### src/rtl/bos_det_pkg.sv
package bos_det_pkg;
  // Tracker states: waiting for flag, flag seen with no run,
  // run active after a code, run active after a flag
  typedef enum logic [1:0] {
    TRK_IDLE     = 2'd0,
    TRK_FF_SEEN  = 2'd1,
    TRK_RUN_CODE = 2'd2,
    TRK_RUN_FF   = 2'd3
  } trk_state_e;
endpackage

### src/rtl/bos_octet_align.sv
module bos_octet_align #(
  parameter int OCT_W = 8
) (
  input  logic             clk,
  input  logic             rst_n,
  input  logic             bit_vld,
  input  logic             bit_val,
  input  logic             frame_mark,
  output logic             oct_vld,
  output logic [OCT_W-1:0] oct_val
);
  localparam int CW = $clog2(OCT_W);
  localparam logic [CW-1:0] LAST_POS = CW'(OCT_W - 1);

  logic [CW-1:0]    bit_cnt;
  logic [CW-1:0]    pos;
  logic [OCT_W-1:0] shreg;

  always_comb begin
    pos     = frame_mark ? '0 : bit_cnt;
    oct_vld = bit_vld && (pos == LAST_POS);
    oct_val = {shreg[OCT_W-2:0], bit_val};
  end

  always_ff @(posedge clk) begin
    if (!rst_n) begin
      bit_cnt <= '0;
      shreg   <= '0;
    end else if (bit_vld) begin
      shreg   <= {shreg[OCT_W-2:0], bit_val};
      bit_cnt <= (pos == LAST_POS) ? '0 : pos + CW'(1);
    end
  end


  frame_align_chk: assert property (@(posedge clk) disable iff (!rst_n)
    (bit_vld && frame_mark) |=> (bit_cnt == CW'(1)));
endmodule

### src/rtl/bos_code_track.sv
module bos_code_track
  import bos_det_pkg::*;
#(
  parameter int OCT_W = 8,
  parameter int CNT_W = 8
) (
  input  logic             clk,
  input  logic             rst_n,
  input  logic             oct_vld,
  input  logic [OCT_W-1:0] oct_val,
  input  logic [CNT_W-1:0] rep_thresh,
  output logic             msg_type,
  output logic             sot_pulse,
  output logic             eot_pulse,
  output logic [OCT_W-1:0] code_byte,
  output logic [CNT_W-1:0] rep_count
);
  trk_state_e       state, state_d;
  logic [CNT_W-1:0] run_cnt, cnt_d;
  logic [OCT_W-1:0] cand, cand_d;
  logic [CNT_W-1:0] eff_thr;
  logic [CNT_W:0]   next_cnt;
  logic             is_flag, is_code, first, again, sot_d, eot_d;

  always_comb begin
    is_flag  = &oct_val;
    is_code  = !oct_val[OCT_W-1] && !oct_val[0];
    eff_thr  = (rep_thresh == '0) ? CNT_W'(1) : rep_thresh;
    state_d  = state;
    cnt_d    = run_cnt;
    cand_d   = cand;
    sot_d    = 1'b0;
    eot_d    = 1'b0;
    first    = 1'b0;
    again    = 1'b0;
    if (oct_vld) begin
      unique case (state)
        TRK_IDLE: if (is_flag) state_d = TRK_FF_SEEN;
        TRK_FF_SEEN: begin
          if (is_code)       first   = 1'b1;
          else if (!is_flag) state_d = TRK_IDLE;
        end
        TRK_RUN_CODE: begin
          if (is_flag) state_d = TRK_RUN_FF;
          else begin
            state_d = TRK_IDLE;
            cnt_d   = '0;
          end
        end
        TRK_RUN_FF: begin
          if (is_code && oct_val == cand) again = 1'b1;
          else if (is_code)               first = 1'b1;
          else begin
            state_d = is_flag ? TRK_FF_SEEN : TRK_IDLE;
            cnt_d   = '0;
          end
        end
        default: state_d = TRK_IDLE;
      endcase
    end
    next_cnt = first ? (CNT_W+1)'(1) : ({1'b0, run_cnt} + (CNT_W+1)'(1));
    if (first || again) begin
      sot_d = first;
      if (first) cand_d = oct_val;
      if (next_cnt >= {1'b0, eff_thr}) begin
        eot_d   = 1'b1;
        state_d = TRK_IDLE;
        cnt_d   = '0;
      end else begin
        state_d = TRK_RUN_CODE;
        cnt_d   = next_cnt[CNT_W-1:0];
      end
    end
  end

  always_ff @(posedge clk) begin
    if (!rst_n) begin
      state     <= TRK_IDLE;
      run_cnt   <= '0;
      cand      <= '0;
      msg_type  <= 1'b1;
      sot_pulse <= 1'b0;
      eot_pulse <= 1'b0;
      code_byte <= '0;
      rep_count <= '0;
    end else begin
      state     <= state_d;
      run_cnt   <= cnt_d;
      cand      <= cand_d;
      sot_pulse <= sot_d;
      eot_pulse <= eot_d;
      if (sot_d) msg_type <= 1'b0;
      if (eot_d) begin
        code_byte <= first ? oct_val : cand;
        rep_count <= next_cnt[CNT_W-1:0];
      end
    end
  end


  code_shape_chk: assert property (@(posedge clk) disable iff (!rst_n)
    eot_pulse |-> (!code_byte[OCT_W-1] && !code_byte[0]));

  type_clear_chk: assert property (@(posedge clk) disable iff (!rst_n)
    (sot_pulse || eot_pulse) |-> !msg_type);

  code_hold_chk: assert property (@(posedge clk) disable iff (!rst_n)
    !eot_pulse |-> ($stable(code_byte) && $stable(rep_count)));

  count_nonzero_chk: assert property (@(posedge clk) disable iff (!rst_n)
    eot_pulse |-> (rep_count != '0));

  sot_single_chk: assert property (@(posedge clk) disable iff (!rst_n)
    sot_pulse |=> !sot_pulse);

  eot_single_chk: assert property (@(posedge clk) disable iff (!rst_n)
    eot_pulse |=> !eot_pulse);
endmodule

### src/rtl/bos_code_detector.sv
module bos_code_detector #(
  parameter int OCT_W = 8,
  parameter int CNT_W = 8
) (
  input  logic             clk,
  input  logic             rst_n,
  input  logic             in_valid,
  output logic             in_ready,
  input  logic             in_bit,
  input  logic             in_frame_start,
  input  logic [CNT_W-1:0] rep_thresh,
  output logic             msg_type,
  output logic             sot_pulse,
  output logic             eot_pulse,
  output logic [OCT_W-1:0] code_byte,
  output logic [CNT_W-1:0] rep_count
);
  logic             take;
  logic             oct_vld;
  logic [OCT_W-1:0] oct_val;

  assign in_ready = 1'b1;
  assign take     = in_valid && in_ready;

  bos_octet_align #(.OCT_W(OCT_W)) u_align (
    .clk        (clk),
    .rst_n      (rst_n),
    .bit_vld    (take),
    .bit_val    (in_bit),
    .frame_mark (in_frame_start),
    .oct_vld    (oct_vld),
    .oct_val    (oct_val)
  );

  bos_code_track #(.OCT_W(OCT_W), .CNT_W(CNT_W)) u_track (
    .clk        (clk),
    .rst_n      (rst_n),
    .oct_vld    (oct_vld),
    .oct_val    (oct_val),
    .rep_thresh (rep_thresh),
    .msg_type   (msg_type),
    .sot_pulse  (sot_pulse),
    .eot_pulse  (eot_pulse),
    .code_byte  (code_byte),
    .rep_count  (rep_count)
  );


  stall_free_chk: assert property (@(posedge clk) disable iff (!rst_n)
    in_valid |-> in_ready);
endmodule

### config.mk
export PLATFORM = sky130hd
export DESIGN_NAME = bos_code_detector
export DESIGN_NICKNAME = d
export VERILOG_FILES = /design/src/rtl/bos_det_pkg.sv /design/src/rtl/bos_octet_align.sv /design/src/rtl/bos_code_track.sv /design/src/rtl/bos_code_detector.sv
export SDC_FILE = /design/constraint.sdc
export NUM_CORES = 1
export LEC_CHECK = 0
export CORE_MARGIN = 2
export CORE_UTILIZATION = 40
export DETAILED_ROUTE_END_ITERATION = 10
export MAX_ROUTING_LAYER = met4
export PLACE_DENSITY = 0.74
export REMOVE_ABC_BUFFERS = 1
export SETUP_SLACK_MARGIN = 0.5
export SYNTH_ARGS = -nofsm -noshare
export SYNTH_HDL_FRONTEND = slang
export SYNTH_SLANG_ARGS = --single-unit
### constraint.sdc
create_clock -name clk -period 4.39 [get_ports clk]
set_clock_uncertainty 0.1 [all_clocks]
set_input_delay 1.317 -clock clk [delete_from_list [all_inputs] [get_ports clk]]
set_output_delay 1.317 -clock clk [all_outputs]
set_load 0.02 [all_outputs]
Word-level counts from Yosys, hierarchy flattened
Index checks and enable logic that the tools add are counted.
{"block": "word_totals", "elab_cells": 70, "register_bits": 47, "output_inout_bits": 20, "in_bits": 13}
{"block": "op_classes", "magnitude_cmp": 1, "mux": 33, "n_eq_ne": 11, "n_addsub": 2, "n_reduce_logical": 13}
{"operator": "$mux W8", "count": 8}
{"operator": "$mux W2", "count": 9}
{"operator": "$pmux W8 S2", "count": 1}
{"operator": "$ne A3 B3 Y1 const B", "count": 5}
{"operator": "$mux W1", "count": 10}
{"operator": "$add A8 B1 Y9 const B", "count": 1}
{"operator": "$ge A9 B8 Y1", "count": 1}
{"operator": "$mux W9", "count": 1}
{"operator": "$eq A8 B8 Y1", "count": 1}
{"operator": "$logic_not A8 Y1", "count": 1}
{"operator": "$pmux W2 S4", "count": 1}
{"operator": "$reduce_and A8 Y1", "count": 1}
{"operator": "$mux W3", "count": 2}
{"operator": "$reduce_and A6 Y1", "count": 1}
{"operator": "$reduce_and A5 Y1", "count": 1}
{"operator": "$eq A2 B2 Y1 const B", "count": 2}
{"operator": "$add A3 B1 Y3 const B", "count": 1}
{"operator": "$eq A3 B3 Y1 const B", "count": 1}
{"operator": "$logic_and A1 B1 Y1", "count": 3}
{"operator": "$ne A3 B1 Y1 const B", "count": 1}
{"operator": "$reduce_bool A3 Y1", "count": 1}
{"operator": "$eq A2 B1 Y1 const B", "count": 1}
{"operator": "$logic_not A1 Y1", "count": 2}
{"operator": "$logic_not A2 Y1", "count": 1}
{"operator": "other kinds (3)", "count": 3}

Longest topological paths before layout
{"block": "logic_depth", "ltp_word": 10, "mapped_depth": 16, "depth_no_buf": 14}

Cells and area by module
A second synthesis with hierarchy kept.
{"block": "hier_totals", "hier_cells": 275, "hier_area_um2": 2568.7}
{"mod": "bos_code_track", "area_each_um2": 2130.8, "cells_each": 235, "seq_area_each_um2": 740.7, "n_inst": 1}
{"mod": "bos_octet_align", "area_each_um2": 426.7, "cells_each": 38, "seq_area_each_um2": 200.2, "n_inst": 1}
{"mod": "bos_code_detector", "area_each_um2": 11.3, "cells_each": 2, "seq_area_each_um2": 0.0, "n_inst": 1}

Worst setup path before layout
No wires, ideal clock.
{"block": "synth_timing", "path_type": "input to register", "start": "input in_frame_start", "end": "register u_track.run_cnt[5]", "setup_time_ps": 57, "path_slack_ps": -243, "stages": 16, "required_ps": 4233, "path_buffers": 2, "t_arrival_ps": 4476, "cell_sequence": "nor2b_1 -> ha_1 -> ha_1 -> nand2_2 -> nor4b_2 -> and2_1 -> buf_2 -> nor2_1 -> ha_1 -> a211oi_1 -> o211ai_1 -> a311oi_2 -> buf_4 -> nand4b_2 -> nor3b_1 -> a21o_1"}
{"block": "synth_via", "elab_chain_cells": 8, "elab_cells_between_ends": 16, "classes_between": "order compare (1); eq/ne (4); mux (6); reduce/logical (5)"}
{"element": "start, declared", "line_no": "bos_code_detector.sv:10", "rtl": "input logic in_frame_start,"}
{"element": "$mux W3", "line_no": "bos_octet_align.sv:20", "rtl": "pos = frame_mark ? '0 : bit_cnt;"}
{"element": "$eq A3 B3 Y1", "line_no": "bos_octet_align.sv:21", "rtl": "oct_vld = bit_vld && (pos == LAST_POS);"}
{"element": "$logic_and A1 B1 Y1", "line_no": "bos_octet_align.sv:21"}
{"element": "$mux W1", "line_no": "bos_code_track.sv:36", "rtl": "if (oct_vld) begin"}
{"element": "$mux W9", "line_no": "bos_code_track.sv:61", "rtl": "next_cnt = first ? (CNT_W+1)'(1) : ({1'b0, run_cnt} + (CNT_W+1)'(1));"}
{"element": "net u_track.next_cnt[6]", "line_no": "bos_code_track.sv:22", "rtl": "logic [CNT_W:0] next_cnt;"}
{"element": "$ge A9 B8 Y1", "line_no": "bos_code_track.sv:65", "rtl": "if (next_cnt >= {1'b0, eff_thr}) begin"}
{"element": "$mux W8", "line_no": "bos_code_track.sv:65"}
{"element": "$mux W8", "line_no": "bos_code_track.sv:62", "rtl": "if (first || again) begin"}
{"element": "end signal, assigned", "line_no": "bos_code_track.sv:88", "rtl": "run_cnt <= cnt_d;"}
{"element": "end, declared", "line_no": "bos_code_track.sv:19", "rtl": "logic [CNT_W-1:0] run_cnt, cnt_d;"}
The timed path passes the listed nets, and every way through them passes these cells.
A chain may end at the register's enable or synchronous reset.

Final worst setup path
{"block": "layout_timing", "start": "input in_frame_start", "end": "register u_track.rep_count[7]"}
{"block": "layout_via", "elab_chain_cells": 8, "elab_cells_between_ends": 10, "classes_between": "order compare (1); eq/ne (1); mux (6); reduce/logical (2)"}
{"element": "$mux W3", "line_no": "bos_octet_align.sv:20"}
{"element": "$eq A3 B3 Y1", "line_no": "bos_octet_align.sv:21"}
{"element": "$logic_and A1 B1 Y1", "line_no": "bos_octet_align.sv:21"}
{"element": "$mux W1", "line_no": "bos_code_track.sv:36"}
{"element": "$mux W9", "line_no": "bos_code_track.sv:61"}
{"element": "net u_track.next_cnt[5]", "line_no": "bos_code_track.sv:22"}
{"element": "$ge A9 B8 Y1", "line_no": "bos_code_track.sv:65"}
{"element": "$mux W1", "line_no": "bos_code_track.sv:65"}
{"element": "$mux W1", "line_no": "bos_code_track.sv:62"}
{"element": "end signal, assigned", "line_no": "bos_code_track.sv:95", "rtl": "rep_count <= next_cnt[CNT_W-1:0];"}
{"element": "end, declared", "line_no": "bos_code_track.sv:16", "rtl": "output logic [CNT_W-1:0] rep_count"}
The timed path passes the listed nets, and every way through them passes these cells.

==> key figures <==
CTS
  • CTS HTree Levels: 2
  • CTS sink cnt: 47
  • CTS Buffer Depth: 2
  • Hold buffer count at cts: 0
  • Total clock buffers created by CTS: 5
  • TritonCTS clock tree: done
  • Clk pin slew, worst setup/hold paths: 0.09 ns
  • Worst-Skew Late Latency: 0.30 ns
  • Root buffer cell: sky130_fd_sc_hd__clkbuf_8

Place
  • GP Congestion: 0.887
  • Placement Setup Slack: -0.537 ns
  • Sum of net half-perimeters after detailed placement: 3.87 mm
  • IO Port Bufs: 31

Floorplan
  • Starting density of the core: 0.418
  • Number of top-level pins: 33
  • Overall die area: 6440 um^2
  • Core footprint: 5570 um^2
  • Y dimension of the die: 80.3 um
  • Die width: 80.3 um
  • Placement Rows: 27

Routing
  • Number of iterations in the first detailed-routing pass: 6
  • Detailed router's first-iteration violation count: 181
  • Via Count: 2073
  • Sum of routed wire segments on met1: 2.83 mm
  • Total Routed Length: 5.92 mm
  • Via count normalized by instance count: 5.36
  • Remaining DRCs: 0
  • Antenna Violating Nets Remaining: 0
  • Top layer reached by signal wires: met4
  • Met2 wire length: 2.80 mm
  • Routed length on met3: 218 um
  • Post-detailed-route wirelength per cell: 15.3 um

GRT
  • Maximum number of pins on one net before global-route repair: 21
  • Number of antenna violations at the first check in global routing: 0
  • Global-route wire length before repair: 9.34 mm
  • Total congestion overflow: 0
  • Global routing usage summed across all routing layers: 0.187
  • Vias in the first global route: 1983

Critical path
  • Max FO, Critical Path: 6
  • Data required time of the critical path: 4.49 ns
  • Critical Path Slowest Stage Cell: sky130_fd_sc_hd__ha_1
  • Data arrival time at the worst-slack endpoint: 4.16 ns
  • Crit path cell chain: buf_8 > nor2b_4 > ha_4 > ha_4 > nand2_4 > nor4b_4 > and2_4 > buf_8 > nor2_1 > ha_1 > o21ai_2 > a211oi_1 > a311oi_2 > buf_4 > a21o_4 > buf_12 > a32o_1
  • Buffers and inverters on the worst path: 4
  • CP top delay family: compound AO/OA/AOI/OAI gates
  • Largest incremental delay on the critical path: 0.33 ns
  • Endpoint kind of the worst setup timing path: flip-flop
  • Critical Path Start Type: input pin
  • Type of the worst setup path: input pin to flip-flop

Final layout
  • Area delta synth->final: 39.4%
  • Number of filler cells placed in the layout: 459
  • Antenna Diode Count: 0
  • Area used by multi-input combinational logic: 1490 um^2
  • Proportion of layout cells with a drive suffix above 1: 0.244
  • Final nets: 338
  • Combined flip-flop and latch cell area: 941 um^2

Logic synthesis
  • Count of synthesis-stage warnings from yosys: 0
  • Post-synthesis cell area: 2330 um^2
  • Number of synthesized register bits: 47
  • FFs w/ async S/R, synth: 0
  • Synth unique cells: 47
  • Synthesized netlist cell count: 261
  • Dominant synthesized flop cell: sky130_fd_sc_hd__dfxtp_1
  • Mapped Avg Cell Area: 8.92 um^2
  • Number of enable-type register cells in the synthesized netlist: 0
  • Synth top area share: 0.404
  • Post-synthesis sequential area ratio: 0.404
  • Most area-hungry cell type in the Yosys netlist: sky130_fd_sc_hd__dfxtp_1
  • Leading cell types by total area after synthesis: sky130_fd_sc_hd__dfxtp_1, sky130_fd_sc_hd__ha_1, sky130_fd_sc_hd__nor2_1

STA
  • Slew headroom: 0.592
  • Total count of hold-check failures in the final report: 0
  • Tightest Pin Transition: 0.611 ns
  • RSZ-0062 raised after global routing: true
  • Final setup violation count: 0
  • Portion of the clock cycle consumed by the worst path in the final layout: 0.924
  • Maximum achievable frequency: 246 MHz
  • Worst hold margin: 0.361 ns
  • Max-slew violations: 0
  • Fin worst setup slack: 0.332 ns
  • Final worst path period need: 4.06 ns

Pwr
  • Power Density: 236 nW/um^2
  • Total power: 0.765 mW
  • Maximum resistive drop on vdd: 0.181 mV
  • Sequential Power Share: 0.563
  • Switching Share: 0.238
  • Part of the total power dissipated in the clock network: 0.366
  • Cell-internal power: 0.583 mW
  • Net load switching power: 0.182 mW
  • Leakage power: 1.32 nW
  • Combinational group share of total power: 0.071

Outcome
  • Outcome: finished, final reports clean

Worst hold path
  • Hold WC Path Type: flip-flop to flip-flop

Flow run
  • Max Cap Viol: 0
==> cell type report <==
type | count | share of cell area
Tap cell | 72 | 0.0278
Inverter | 10 | 0.0116
Timing Repair Buffer | 58 | 0.181
Sequential cell | 47 | 0.290
Clock buffer | 6 | 0.0255
Clock inverter | 2 | 0.00502
Multi-Input combinational cell | 192 | 0.459
==> placed cells by master, fill, tap and decap left out, types with 3 or more instances in the layout <==
cell type,count
sky130_fd_sc_hd__dfxtp_1,47
sky130_fd_sc_hd__nor2_1,31
sky130_fd_sc_hd__clkdlybuf4s50_1,28
sky130_fd_sc_hd__nand2_1,26
sky130_fd_sc_hd__buf_4,20
sky130_fd_sc_hd__nand3_1,16
sky130_fd_sc_hd__mux2i_1,13
sky130_fd_sc_hd__xor2_1,11
sky130_fd_sc_hd__inv_1,10
sky130_fd_sc_hd__a21oi_1,7
sky130_fd_sc_hd__nand4_1,6
sky130_fd_sc_hd__o21ai_1,6
sky130_fd_sc_hd__ha_1,6
sky130_fd_sc_hd__clkbuf_8,6
sky130_fd_sc_hd__a211oi_2,5
sky130_fd_sc_hd__ha_4,5
sky130_fd_sc_hd__xnor2_1,3
sky130_fd_sc_hd__nor2_4,3
sky130_fd_sc_hd__o21bai_1,3
sky130_fd_sc_hd__and3_1,3
==> timing repair <==
item,in CTS,in global routing
endpoints found under the setup margin,26,25
gates cloned,2,1
pin swaps,13,10
buffers inserted,4,3
resized for setup,36,19
==> state kept, by name, summed over array words and instances (netlist names) <==
| name | cells |
|---|---|
| u_track.sot_pulse | 1 |
| u_track.eot_pulse | 1 |
| u_track.code_byte | 8 |
| u_align.shreg | 7 |
| u_track.rep_count | 8 |
| u_track.cand | 8 |
| u_track.msg_type | 1 |
| u_track.state | 2 |
| u_track.run_cnt | 8 |
| u_align.bit_cnt | 3 |
==> kinds of logic (layout without fill, tap and decap cells) <==
family                     count (synthesis)  after routing  synth area share
muxes                                     13             13            0.0559
other                                      1              1           0.00161
buffers and inverters                     22             76            0.0419
and+or+nand+nor                          111            111             0.238
adders and majority gates                 11             11            0.0591
AOI/OAI and AO/OA                         42             42             0.147
xor gates and xnor gates                  14             14            0.0527
DFF                                       47             47             0.404
==> final timing paths <==
kind | start | cells after the start | end | slack (ns)
max | in_frame_start | 17 | u_track.rep_count[7] | 0.33
min | u_track.code_byte[2] | 2 | u_track.code_byte[2] | 0.36
max reg2reg | u_track.run_cnt[0] | 14 | u_track.rep_count[7] | 0.68
min reg2reg | u_track.code_byte[2] | 2 | u_track.code_byte[2] | 0.36
==> worst register-to-register path: stages, from the launching register on <==
cell and delay [ns]:
sky130_fd_sc_hd__dfxtp_1 0.49, sky130_fd_sc_hd__ha_1 0.35, sky130_fd_sc_hd__nand3_1 0.18, sky130_fd_sc_hd__or2_2 0.37, sky130_fd_sc_hd__xor2_1 0.28, sky130_fd_sc_hd__nor2_1 0.10, sky130_fd_sc_hd__ha_1 0.34, sky130_fd_sc_hd__buf_4 0.13
sky130_fd_sc_hd__o21ai_2 0.05, sky130_fd_sc_hd__a211oi_1 0.33, sky130_fd_sc_hd__a311oi_2 0.10, sky130_fd_sc_hd__buf_4 0.20, sky130_fd_sc_hd__a21o_4 0.25, sky130_fd_sc_hd__buf_12 0.13, sky130_fd_sc_hd__a32o_1 0.21
==> power by group through the flow <==
stage | Combinational, mW | Sequential [mW] | Clock [mW]
2_1_floorplan | 0.0202 | 0.440 | 0
3_3_place_gp | 0.0449 | 0.441 | 0
3_5_place_dp | 0.0459 | 0.441 | 0
4_1_cts | 0.0511 | 0.431 | 0.283
5_1_grt | 0.0582 | 0.432 | 0.305
6_report | 0.0542 | 0.431 | 0.280
==> stage by stage <==
| step | TNS [ns] | util | cell area (um^2) | instances |
|---|---|---|---|---|
| global placement | -8.11 | 0.506 | 2820 | 369 |
| floorplan | -9.98 | - | 2270 | 249 |
| finish | 0 | 0.582 | 3240 | 387 |
| detailed placement | -12.09 | 0.506 | 2820 | 369 |
| global route | 0 | 0.582 | 3240 | 387 |
| CTS | 0 | 0.561 | 3130 | 383 |
==> synthesized netlist by cell type, drive strengths merged, types with 3 or more instances <==
master	count
ha	11
o21bai	3
clkbuf	4
a211oi	6
nand4	6
a21oi	9
nor2b	3
xor2	11
inv	10
nor3	3
nand3	18
xnor2	3
mux2i	13
o21ai	9
and2	3
and3	4
nand2	28
nor2	36
dfxtp	47
buf	8
==> metal layers <==
metal  vias up  GRT usage
li1       1023          -
met1       976      0.261
met2        63      0.273
met3        11     0.0393
met4         0     0.0508
met5         -          -
(Power assumes the default switching activity.)
